$ cat config.mk
export PLATFORM = sky130hd
export DESIGN_NAME = mod6_hs_counter
export DESIGN_NICKNAME = d
export VERILOG_FILES = /design/src/rtl/mod6_hs_pkg.sv /design/src/rtl/mod6_stage_cell.sv /design/src/rtl/mod6_token_ring.sv /design/src/rtl/mod6_phase_ctrl.sv /design/src/rtl/mod6_hs_counter.sv
export SDC_FILE = /design/constraint.sdc
export NUM_CORES = 1
export LEC_CHECK = 0
export ABC_CLOCK_PERIOD_IN_PS = 1500
export CAP_MARGIN = 0
export CORE_AREA = 2 2 39 41
export DETAILED_ROUTE_END_ITERATION = 10
export DIE_AREA = 0 0 41 43
export DONT_BUFFER_PORTS = 1
export GPL_TIMING_DRIVEN = 0
export PLACE_DENSITY_LB_ADDON = 0.3
export REMOVE_ABC_BUFFERS = 1
export SYNTH_ARGS = -nofsm -noshare
export SYNTH_HDL_FRONTEND = slang
export SYNTH_SLANG_ARGS = --single-unit
$ cat constraint.sdc
create_clock -name clk -period 1.5 [get_ports clk]
set_clock_uncertainty 0.05 [all_clocks]
set_input_delay 0.45 -clock clk [delete_from_list [all_inputs] [get_ports clk]]
set_output_delay 0.45 -clock clk [all_outputs]
set_load 0.05 [all_outputs]
$ cat src/rtl/mod6_hs_pkg.sv
package mod6_hs_pkg;
  typedef enum logic [1:0] {
    PH_IDLE   = 2'd0,
    PH_OUT_HI = 2'd1,
    PH_OUT_LO = 2'd2,
    PH_DONE   = 2'd3
  } hs_phase_e;
endpackage

$ cat src/rtl/mod6_stage_cell.sv
module mod6_stage_cell #(
  parameter bit HOLD_AT_RESET = 1'b0
) (
  input  logic clk,
  input  logic rst_n,
  input  logic advance,
  input  logic tok_prev,
  output logic tok_q
);
  always_ff @(posedge clk) begin
    if (!rst_n)       tok_q <= HOLD_AT_RESET;
    else if (advance) tok_q <= tok_prev;
  end
endmodule

$ cat src/rtl/mod6_token_ring.sv
module mod6_token_ring #(
  parameter int NUM_STAGES = 6
) (
  input  logic                  clk,
  input  logic                  rst_n,
  input  logic                  advance,
  output logic [NUM_STAGES-1:0] token,
  output logic                  at_last
);
  localparam int LAST = NUM_STAGES - 1;

  for (genvar gi = 0; gi < NUM_STAGES; gi++) begin : g_cell
    if (gi == 0) begin : g_head
      mod6_stage_cell #(.HOLD_AT_RESET(1'b1)) u_cell (
        .clk(clk), .rst_n(rst_n), .advance(advance),
        .tok_prev(token[LAST]), .tok_q(token[gi])
      );
    end else begin : g_body
      mod6_stage_cell #(.HOLD_AT_RESET(1'b0)) u_cell (
        .clk(clk), .rst_n(rst_n), .advance(advance),
        .tok_prev(token[gi-1]), .tok_q(token[gi])
      );
    end
  end

  assign at_last = token[LAST];
endmodule

$ cat src/rtl/mod6_phase_ctrl.sv
module mod6_phase_ctrl
  import mod6_hs_pkg::*;
(
  input  logic clk,
  input  logic rst_n,
  input  logic in_req,
  input  logic sel_wrap,
  input  logic tick_ack,
  input  logic wrap_ack,
  output logic in_ack,
  output logic tick_req,
  output logic wrap_req,
  output logic advance
);
  hs_phase_e phase_q, phase_d;
  logic      route_wrap_q;
  logic      sel_ack;

  assign sel_ack = route_wrap_q ? wrap_ack : tick_ack;

  always_comb begin
    phase_d = phase_q;
    advance = 1'b0;
    unique case (phase_q)
      PH_IDLE:   if (in_req)   phase_d = PH_OUT_HI;
      PH_OUT_HI: if (sel_ack)  phase_d = PH_OUT_LO;
      PH_OUT_LO: if (!sel_ack) begin
                   phase_d = PH_DONE;
                   advance = 1'b1;
                 end
      PH_DONE:   if (!in_req)  phase_d = PH_IDLE;
      default:   phase_d = PH_IDLE;
    endcase
  end

  always_ff @(posedge clk) begin
    if (!rst_n) begin
      phase_q      <= PH_IDLE;
      route_wrap_q <= 1'b0;
    end else begin
      phase_q <= phase_d;
      if (phase_q == PH_IDLE && in_req) route_wrap_q <= sel_wrap;
    end
  end

  assign tick_req = (phase_q == PH_OUT_HI) && !route_wrap_q;
  assign wrap_req = (phase_q == PH_OUT_HI) &&  route_wrap_q;
  assign in_ack   = (phase_q == PH_DONE);
endmodule

$ cat src/rtl/mod6_hs_counter.sv
module mod6_hs_counter #(
  parameter int NUM_STAGES = 6
) (
  input  logic clk,
  input  logic rst_n,
  input  logic in_req,
  output logic in_ack,
  output logic tick_req,
  input  logic tick_ack,
  output logic wrap_req,
  input  logic wrap_ack
);
  logic [NUM_STAGES-1:0] token;
  logic                  at_last;
  logic                  advance;

  mod6_token_ring #(.NUM_STAGES(NUM_STAGES)) u_ring (
    .clk(clk), .rst_n(rst_n), .advance(advance),
    .token(token), .at_last(at_last)
  );

  mod6_phase_ctrl u_ctrl (
    .clk(clk), .rst_n(rst_n), .in_req(in_req), .sel_wrap(at_last),
    .tick_ack(tick_ack), .wrap_ack(wrap_ack),
    .in_ack(in_ack), .tick_req(tick_req), .wrap_req(wrap_req),
    .advance(advance)
  );
endmodule

* Word-level counts from Yosys, hierarchy flattened
Cells that the tools add are included. W data, S select, Z words.
Cells by class: equality and inequality tests 7, mux-type cells 8, reduce and logical (&&, ||, !) cells 6
Operators with widths (number):
- $mux W2 | 4
- $pmux W2 S4 | 1
- $ne A2 B2 Y1 const B | 3
- $eq A2 B2 Y1 const B | 2
- $reduce_and A4 Y1 | 1
- $logic_and A1 B1 Y1 | 3
- $mux W1 | 3
- $eq A2 B1 Y1 const B | 1
- $logic_not A2 Y1 | 1
- $ne A2 B1 Y1 const B | 1
- $logic_not A1 Y1 | 1
Word-level totals: register bits after elaboration 9, bits of input ports 5, output and inout port bits 3

* Longest topological paths before layout
Gate-level depths: netlist of run 1.
depth after elaboration 3, depth in mapped cells 6, depth with buffers taken out 5

* Modules after synthesis
Synthesis of run 1 repeated with hierarchy kept, for this count alone.
Unflattened totals: cells, all modules 46, area total of the unflattened synthesis 466.7 um^2
By module, submodules not included:
- mod6_phase_ctrl | times used 1, cells an instance 27, area each 244.0 um^2, seq. area each 60.1 um^2
- mod6_stage_cell (u_ring.g_cell[1].g_body.u_cell ...) | times used 5, cells an instance 3, area each 36.3 um^2, seq. area each 20.0 um^2
- mod6_stage_cell (u_ring.g_cell[0].g_head.u_cell) | times used 1, cells an instance 3, area each 33.8 um^2, seq. area each 20.0 um^2
- mod6_token_ring | times used 1, cells an instance 1, area each 7.5 um^2, seq. area each 0.0 um^2

* Worst setup path before layout of run 1
No wires, ideal clock.
kind register -> output, start point register u_ctrl.phase_q[1], end point output tick_req, data arrival time 0.909 ns, path slack 0.091 ns, stages on the path, launching flop included 4, buffers on the path 0, path through dfxtp_1 inv_1 ha_1 and2b_2
On the way: cells in the longest elaborated chain, start to end 2
RTL lines:
- start, declared | line mod6_phase_ctrl.sv:15 | hs_phase_e phase_q, phase_d;
- start signal, assigned | line mod6_phase_ctrl.sv:41 | phase_q <= phase_d;
- $eq A2 B1 Y1 | line mod6_phase_ctrl.sv:46 | assign tick_req = (phase_q == PH_OUT_HI) && !route_wrap_q;
- $logic_and A1 B1 Y1 | line mod6_phase_ctrl.sv:46
- end, declared | line mod6_hs_counter.sv:8 | output logic tick_req,
No other way between the ends.

* Final worst setup path of run 1
start point register u_ctrl.phase_q[0], end point output tick_req
Same word-level chain as after synthesis.

==> results.md, run 1 <==
* Fin cells at approximately 80
* RSZ-0062 raised after global routing: yes
* Crit Path Max Fanout at 4
* Setup Crit Path Kind: reg -> out
* Outcome: complete, but fails checks
* Synth unique cells at 12
* Total Wirelength at 845 µm
* Crit path capture type: output pin
* Syn. warnings at 0
* Layout area overhead at 26.8%
* Wire per inst at 10.8 µm
* Root buffer cell: clkbuf_4
* Synth Register Bits at 9
* Via density at roughly 4.9
* Longest Clk Path Bufs at 2
* Initial antenna violation count at 0
* Die area at around 0.0018 mm²
* Final setup fails at 2
* Sum Neg Setup Slack at -0.0692 ns
* Delay-heaviest family, CP: flip-flops
* CP Buf/Inv Count at 0
* PwrDens at 1610 mW/mm²
* Post-Synthesis Cell Area at 475 µm²
* Rows at 14
* DRC at 0
* Post-route worst setup slack at -0.0443 ns
* Clock H-tree levels at 1
* Tcrit/Tclk final at 103%
* Sequential power share at around 34%
* WP data required at 1.00 ns
* Failing checks: negative setup slack
* Reg clk slew, reported paths at 0.07 ns
* Post-Route Utilization at 43.6%
* Storage cell area at between 150 and 200 µm²
* Hold Worst Slack at approximately 0.21 ns
* Syn Inst Count at 53
* Worst path cell trace: ha_4 > and2b_4
* Pre-CTS WS at -0.0246 ns
* Port-buffer cells at 0
* DR iter-0 viols at 3
* Initial Util at between 30% and 40%
* Leakage Power at 0.241 nW
* Worst rel slew slack at about four fifths
* Logic pwr share at 47.1%
* Slowest-stage cell, CP: dfxtp_4
* Sw power at between 0.3 and 0.4 mW
* Worst-Margin Slew at 0.309 ns
* First-pass GRT wire length at 1300 µm
* Grt ovf at 0
* Fill cells at about 150
* Largest net degree at the start of global routing at 12
* Arr. time, crit path at roughly 1.0 ns
* Max capacitance violation total at 0
* Die H at 43 µm
* Placed cells at 67
* RePlAce Congestion at 0.614
* Slew Limit Fails at 0
* CTS tree: yes
* Critical path startpoint category: register
* Fmax at roughly 0.65 GHz
* Core ar. at 0.00138 mm²
* Crit-path max cell delay at around 0.39 ns
* Hold WC Path Type: in -> reg
* Cts bufs inserted at 3
* Synth Area per Inst at 8.97 µm²
* Vias in the first global route at roughly 360
* Vias at 384
* Total GRT Usage at 10.4%
* Initial DRT Pass Iterations at 2
* Fin nets at 73
* Antenna cells at 0
* Final hold vios at 0
* Clk sink count at 9
* Pint at roughly 0.60 mW
* Antenna-violating nets left at 0
* Clock Latency Late Sink at ~0.26 ns
* Share of total power in the clock network at 19.3%
* Multi-input logic area at a little over 300 µm²
* Layout cells sized above 1 at 32.3%
* Die W at roughly 41 µm
* Sw frac at between 30 and 40%
* VDD IR max at 0.488 mV
* Min Tclk post-route at 1.54 ns
* I/O pin cnt at 8
* Register area share after synthesis at between 30% and 40%
## cells in the final DEF (no fill, tap or decap)
master,n
clkbuf_4,3
ha_4,2
dfxtp_2,1
o21ai_0,1
inv_2,1
nand2_1,12
buf_4,7
inv_1,1
clkinv_2,1
a21boi_0,6
and2_4,1
dfxtp_4,1
mux2i_1,4
ha_1,3
dfxtp_1,7
mux2i_4,1
nand3_1,8
nand2_2,1
and2b_4,1
## power by group through the flow
| stage | combinational (mW) | clock (mW) | sequential, mW |
|---|---|---|---|
| 6_report | 0.456 | 0.187 | 0.327 |
| 5_1_grt | 0.501 | 0.200 | 0.333 |
| 4_1_cts | 0.424 | 0.193 | 0.327 |
| 3_5_place_dp | 0.305 | 0 | 0.318 |
| 3_3_place_gp | 0.305 | 0 | 0.314 |
| 2_1_floorplan | 0.268 | 0 | 0.308 |
## final timing paths
path | cells after the start | slack (ns) | to | start
hold / removal | 1 | 0.21 | u_ring.g_cell[0].g_head.u_cell.tok_q | rst_n
setup reg to reg | 6 | 0.12 | u_ring.g_cell[2].g_body.u_cell.tok_q | u_ctrl.phase_q[1]
setup / recovery | 2 | -0.04 | tick_req | u_ctrl.phase_q[0]
hold reg to reg | 2 | 0.42 | u_ring.g_cell[3].g_body.u_cell.tok_q | u_ring.g_cell[3].g_body.u_cell.tok_q
## cells by family (layout without fill, tap and decap cells)
family | after synthesis | count (layout) | share of synthesized area, %
multiplexers | 5 | 5 | 13.2
buffers and inverters | 4 | 13 | 3.16
adder cells (fa/ha/maj) | 5 | 5 | 13.2
AND/OR/NAND/NOR | 23 | 23 | 22.1
flip-flops | 9 | 9 | 37.9
AO/OA/AOI/OAI | 7 | 7 | 10.5
## registers in the layout (all words and copies together) (netlist names)
| signal | count |
|---|---|
| u_ring.g_cell.g_body.u_cell.tok_q | 5 |
| u_ctrl.phase_q | 2 |
| u_ctrl.route_wrap_q | 1 |
| u_ring.g_cell.g_head.u_cell.tok_q | 1 |
## routing by layer
layer / track usage [%] / part of all wire, % / wire length, µm / up-vias
met1: 11.7 / 48 / 402 / 181
met3: 0 / 1.2 / 10 / 0
met4: 6.00 / 0 / 0 / 0
met5: 0 / 0 / 0 / -
li1: - / - / - / 199
met2: 18.1 / 51 / 432 / 4
## area by class of cell
class	instances	area share (%)
clock inverter	1	0.830
sequential	9	30.7
clock buffer	3	3.73
tap	16	3.32
timing repair buffer	7	8.71
inverter	2	1.24
multi-input combinational	40	51.5
## Yosys cell counts
library cell  count  area, µm²
a21boi_0          6       45.0
mux2i_1           4       40.0
clkbuf_1          2       7.51
dfxtp_1           9        180
inv_1             2       7.51
mux2i_4           1       22.5
and2b_2           1       8.76
nand3_1           8       40.0
o21ai_0           1       5.00
ha_1              5       62.6
and2_2            1       7.51
nand2_1          13       48.8
## repair_timing
item / CTS / global route
hold buffers: 0 / 0
gates resized for setup: 10 / 1
endpoints found under the setup margin: 5 / 10
gates cloned: 0 / 0
setup buffers: 4 / 3
## metrics by stage
step | power [mW] | area [µm²]
6_report | 0.970 | 603
3_3_place_gp | 0.619 | 488
3_5_place_dp | 0.623 | 488
5_1_grt | 1.03 | 603
4_1_cts | 0.945 | 578
2_1_floorplan | 0.575 | 468
Power figures use the tool's default switching activity.
==> run 2, diff against run 1 <==
--- a/config.mk
+++ b/config.mk
@@ -5,7 +5,7 @@
 export SDC_FILE = /design/constraint.sdc
 export NUM_CORES = 1
 export LEC_CHECK = 0
-export ABC_CLOCK_PERIOD_IN_PS = 1500
+export ABC_CLOCK_PERIOD_IN_PS = 1950
 export CAP_MARGIN = 0
 export CORE_AREA = 2 2 39 41
 export DETAILED_ROUTE_END_ITERATION = 10
==> constraint.sdc (replaced) <==
create_clock -name clk -period 1.95 [get_ports clk]
set_clock_uncertainty 0.05 [all_clocks]
set_input_delay 0.585 -clock clk [delete_from_list [all_inputs] [get_ports clk]]
set_output_delay 0.585 -clock clk [all_outputs]
set_load 0.05 [all_outputs]
==> run 2 against run 1 <==
- core utilization is 6.3 points lower
- critical path depth is 1 higher
- clock power is 24% lower
- largest power group is now sequential cells
- sequential power is 27% lower
- the flow now finishes without violations
- non-clock buffer count is 7 lower
- register-to-register slack better by 0.32 ns
==> results.md, run 2 (synthesis results as in run 1) <==
* Delay-heaviest family, CP: flip-flops
* Clock H-tree levels at 1
* Tcrit/Tclk final at between 90% and 100%
* Largest net degree at the start of global routing at 12
* Final hold vios at 0
* Vias in the first global route at 305
* Core ar. at 0.00138 mm²
* Worst-Margin Slew at 0.527 ns
* Longest Clk Path Bufs at 2
* Port-buffer cells at 0
* Initial Util at 34.4%
* Leakage Power at a little over 0.2 nW
* DR iter-0 viols at 5
* Die W at 41 µm
* Root buffer cell: clkbuf_4
* Antenna-violating nets left at 0
* Hold WC Path Type: in -> reg
* Total GRT Usage at approximately 9%
* Cts hold-fix bufs at 0
* Critical path startpoint category: register
* Commonest non-fill, non-tap cell in the layout: nand2_1
* Biggest register: u_ring.g_cell.g_body.u_cell.tok_q
* Initial antenna violation count at 0
* Antenna cells at 0
* Slowest-stage cell, CP: dfxtp_1
* Layout cells sized above 1 at between 10% and 20%
* WP data required at between 1 and 1.5 ns
* Crit path capture type: output pin
* Initial DRT Pass Iterations at 4
* Setup bufs post-CTS at 0
* Met3 GRT Util at 0%
* Die area at 0.00176 mm²
* Max capacitance violation total at 0
* Setup Crit Path Kind: reg -> out
* Post-layout power at around 0.61 mW
* Worst rel slew slack at 64.9%
* RSZ-0062 raised after global routing: yes
* Grt peak-use layer: met2
* Top flop regs: u_ring.g_cell.g_body.u_cell.tok_q x5, u_ctrl.phase_q x2
* Fin cells at 71
* Max reg flops at 5
* Wire per inst at approximately 10 µm
* Cts bufs inserted at 3
* Most frequent cells in the layout: 13 x nand2_1, 9 x dfxtp_1, 8 x nand3_1, 6 x a21boi_0, 5 x ha_1
* Worst path cell trace: inv_1 > ha_1 > and2b_2
* Final setup fails at 0
* Fmax at 0.532 GHz
* M1 GR Usage at 12.0%
* Arr. time, crit path at 1.24 ns
* Outcome: completed
* VDD IR max at 0.356 mV
* I/O pin cnt at 8
* Fin nets at 66
* Reg clk slew, reported paths at 0.06 ns
* Crit-path max cell delay at 0.40 ns
* Vias at 338
* Post-route worst setup slack at 0.0705 ns
* Placed cells at 67
* Die H at between 40 and 50 µm
* Clk sink count at 9
* First-pass GRT wire length at 1130 µm
* Clock Latency Late Sink at between 0.2 and 0.3 ns
* CP Buf/Inv Count at 1
* DRC at 0
* RePlAce Congestion at 0.614
* Rows at 14
* Crit Path Max Fanout at 5
* Via density at 4.76
* Layout area overhead at 8.42%
* CTS tree: yes
* Slew Limit Fails at 0
* Min Tclk post-route at 1.88 ns
* Hold Worst Slack at 0.352 ns
* PwrDens at between 1000 and 1500 mW/mm²
* Pre-CTS WS at between 0.3 and 0.4 ns
* Global routing usage on met2 at 13.4%
* Grt ovf at 0
* Total Wirelength at 730 µm
## run 2: cell types whose count changed in the layout (fill, tap and decap cells not counted), moves of 2 or more
cell / change
buf_4: -7
dfxtp_1: +2
ha_1: +2
ha_4: -2
## run 2: final timing paths
check | startpoint | end | slack, ns | cells after the start
worst min-delay path | rst_n | u_ring.g_cell[0].g_head.u_cell.tok_q | 0.35 | 1
worst max-delay path | u_ctrl.phase_q[1] | tick_req | 0.07 | 3
worst max register to register | u_ctrl.phase_q[1] | u_ctrl.phase_q[1] | 0.44 | 4
worst min register to register | u_ring.g_cell[3].g_body.u_cell.tok_q | u_ring.g_cell[3].g_body.u_cell.tok_q | 0.41 | 2
## run 2: per-stage QoR
stage | setup TNS, ns | utilization [%] | cell area (µm²)
5_1_grt | -0.00445 | 37.3 | 515
2_1_floorplan | 0 | - | 468
3_5_place_dp | 0 | 35.3 | 488
4_1_cts | 0 | 37.3 | 515
6_report | 0 | 37.3 | 515
3_3_place_gp | 0 | 35.3 | 488
## run 2: area by class of cell
cell class                      instances  area, µm²
Tap cell                               16       20.0
Multi-Input combinational cell         40        280
Sequential cell                         9        180
Fill cell                             156        868
Inverter                                2       7.51
Clock buffer                            3       22.5
Clock inverter                          1       5.00
## run 2: repair_timing
item | CTS | global route
gates resized for setup | 0 | 0
endpoints found under the setup margin | 0 | 1
hold endpoints to repair | 0 | 0
## run 2: where the power goes
| group | internal (mW) | switching, mW |
|---|---|---|
| registers | 0.212 | 0.0273 |
| logic | 0.0824 | 0.151 |
| clock network | 0.0756 | 0.0659 |
## run 2: routing by layer
| layer | routed length, µm | up-vias |
|---|---|---|
| met3 | 10 | 0 |
| li1 | - | 181 |
| met2 | 355 | 3 |
| met5 | 0 | - |
| met1 | 364 | 154 |
| met4 | 0 | 0 |
## run 2: worst register-to-register path: cells and delay by family (launching register included)
| family | cells | cell delay, ns |
|---|---|---|
| DFF | 1 | 0.40 |
| adders and majority gates | 1 | 0.52 |
| and+or+nand+nor | 1 | 0.15 |
| muxes | 2 | 0.33 |
==> run 3, diff against run 2 <==
--- a/config.mk
+++ b/config.mk
@@ -5,6 +5,7 @@
 export SDC_FILE = /design/constraint.sdc
 export NUM_CORES = 1
 export LEC_CHECK = 0
+export ABC_AREA = 1
 export ABC_CLOCK_PERIOD_IN_PS = 1950
 export CAP_MARGIN = 0
 export CORE_AREA = 2 2 39 41
==> run 3 against run 2 <==
- routed wire length increased by 7.0%
- largest cell class unchanged
- critical path type unchanged
- register-to-register slack worse by 0.02 ns
- area after synthesis is 3.4% higher
- critical path depth rose by 1
- non-clock buffer count unchanged
- clock power barely moved
- clock-buffer cell count rose by 1
- maximum frequency grew 0.90%
- via count is 18% higher
- first-iteration DRC count unchanged
- setup slack better by 0.017 ns
- die area is the same
==> results.md, run 3 <==
* Outcome: completed
* Post-synth ARST share at 0%
* Post-DP HPWL at 607 µm
* Critical path depth at 4
* Cts hold-fix bufs at 0
* Final setup fails at 0
* Setup bufs post-CTS at 0
* Pre-CTS WS at -0.0418 ns
* Most frequent cell after synthesis: inv_1
* Final hold vios at 0
* Synth Area per Inst at 7.34 µm²
* Top flop regs: u_ring.g_cell.g_body.u_cell.tok_q x5, u_ctrl.phase_q x2
* Grt ovf at 0
* Post-route worst setup slack at 0.0873 ns
* Synth area leader: dfxtp_1
* Synth unique cells at 14
* Post-synth EDFFs at 0
* Yosys top cell area share at 36.6%
* Critical path startpoint category: register
* DR iter-0 viols at 5
* Initial DRT Pass Iterations at 4
* Slowest-stage cell, CP: dfxtp_2
* VDD IR max at roughly 0.52 mV
* Via density at 4.63
* Post-synth top flop: dfxtp_1
* Crit path capture type: output pin
* Worst reg-to-reg path cell count at 8
* Fin nets at 81
* Ranking of synthesized cells by area: dfxtp_1 37%, ha_1 13%, inv_1 12%
* Worst rel slew slack at 65.8%
* Crit-path max cell delay at 0.33 ns
* Clock H-tree levels at 1
* RSZ-0062 raised after global routing: no
* Vias at about 400
* Synth Register Bits at 9
* RePlAce Congestion at between 0.5 and 0.6
* Clock Latency Late Sink at approximately 0.25 ns
* Max reg flops at 5
* CP Buf/Inv Count at 2
* Die W at 41 µm
* Leakage Power at 0.252 nW
* Fill cells at ~160
* Largest net degree at the start of global routing at 13
* Post-synth top cells: 16 x inv_1, 12 x nand2_1, 9 x dfxtp_1
* Syn Inst Count at 67
* Register area share after synthesis at between 30% and 40%
* Setup Crit Path Kind: reg -> out
* Max capacitance violation total at 0
* WP data required at 1.31 ns
* Post-Synthesis Cell Area at around 490 µm²
* Layout area overhead at 12.7%
* Worst-Margin Slew at ~0.5 ns
* Port-buffer cells at 0
* DRC at 0
* Arr. time, crit path at about 1.2 ns
* Total Wirelength at just under 800 µm
* Hold Crit Depth at 2
* CTS tree: yes
* Crit Path Max Fanout at 4
* Reg clk slew, reported paths at 0.06 ns
* Wire per inst at 9.08 µm
* Rows at 14
* Post-layout power at 0.824 mW
* Vias in the first global route at 355
* Most frequent cells in the layout: 15 x inv_1, 11 x nand2_1, 8 x dfxtp_1, 6 x a21oi_1, 4 x ha_1
* Die H at 43 µm
* Fmax at 0.537 GHz
* Longest Clk Path Bufs at 2
* PwrDens at 1490 mW/mm²
* Die area at around 0.0018 mm²
* First-pass GRT wire length at 1410 µm
* Initial Util at between 30% and 40%
* Delay-heaviest family, CP: flip-flops
* Min Tclk post-route at approximately 1.9 ns
* Syn. warnings at 0
* Biggest register: u_ring.g_cell.g_body.u_cell.tok_q
* Initial antenna violation count at 0
* Tcrit/Tclk final at 95.5%
* CP most frequent cell: inv_1
* Layout cells sized above 1 at 17.1%
* Cts bufs inserted at 3
* Total GRT Usage at between 10% and 20%
* Antenna-violating nets left at 0
* Root buffer cell: clkbuf_4
* Sum Neg Setup Slack at 0 ns
* Core ar. at between 0.001 and 0.0015 mm²
* Commonest non-fill, non-tap cell in the layout: inv_1
* Antenna cells at 0
* Worst path cell trace: inv_1 > ha_4 > inv_1 > nor2_4
* Slew Limit Fails at 0
* Clk sink count at 9
* I/O pin cnt at 8
* Hold WC Path Type: in -> reg
run 3: cell count changes in the layout (fill, tap and decap cells not counted), moves of 3 or more:
cell	delta
nand2_2	+3
o21ai_1	+3
nor2_1	+3
inv_1	+13
a21oi_1	+6
mux2i_1	-4
a21boi_0	-6
nand3_1	-7
run 3: cell type report:
class                           count  area, µm²  share of cell area, %
Multi-Input combinational cell     41        263                   47.4
Inverter                           16       63.8                   11.5
Clock buffer                        4       26.3                   4.74
Sequential cell                     9        181                   32.7
Tap cell                           16       20.0                   3.61
run 3: where the power goes:
group          switching (mW)  internal, mW
logic                   0.257         0.137
clock network          0.0600        0.0785
registers              0.0471         0.245
run 3: metrics by stage:
| step | std cells | hold slack [ns] | area [µm²] | utilization [%] |
|---|---|---|---|---|
| after floorplan | 66 | 0.371 | 480 | - |
| after global placement | 82 | 0.381 | 500 | 36.2 |
| after detailed placement | 82 | 0.388 | 500 | 36.2 |
| after CTS | 86 | 0.392 | 534 | 38.6 |
| after global routing | 86 | 0.395 | 554 | 40.1 |
| final | 86 | 0.394 | 554 | 40.1 |
run 3: timing repair:
item | in CTS | in global routing
setup endpoints to repair | 1 | 2
resized for setup | 2 | 5
pin swaps | 0 | 1
run 3: path summary, 6_finish.rpt:
| kind | startpoint | end | slack, ns |
|---|---|---|---|
| max reg2reg | u_ctrl.phase_q[0] | u_ctrl.phase_q[1] | 0.42 |
| min reg2reg | u_ring.g_cell[4].g_body.u_cell.tok_q | u_ring.g_cell[4].g_body.u_cell.tok_q | 0.39 |
| max | u_ctrl.phase_q[1] | tick_req | 0.09 |
| min | rst_n | u_ctrl.phase_q[1] | 0.39 |
run 3: routing by layer:
metal | up-vias | wire length, µm | GRT usage, %
li1 | 212 | - | -
met1 | 171 | 361 | 15.4
met2 | 11 | 335 | 15.9
met3 | 4 | 54 | 3.66
met4 | 0 | 30 | 12.0
met5 | - | 0 | 0
run 3: cells by family (layout without fill, tap and decap cells):
logic type | count (synthesis) | in the layout | synth area share, %
AO/OA/AOI/OAI | 13 | 13 | 13.7
adder cells (fa/ha/maj) | 5 | 5 | 12.7
buffers and inverters | 17 | 20 | 14.5
flip-flops | 9 | 9 | 36.6
AND/OR/NAND/NOR | 23 | 23 | 22.4
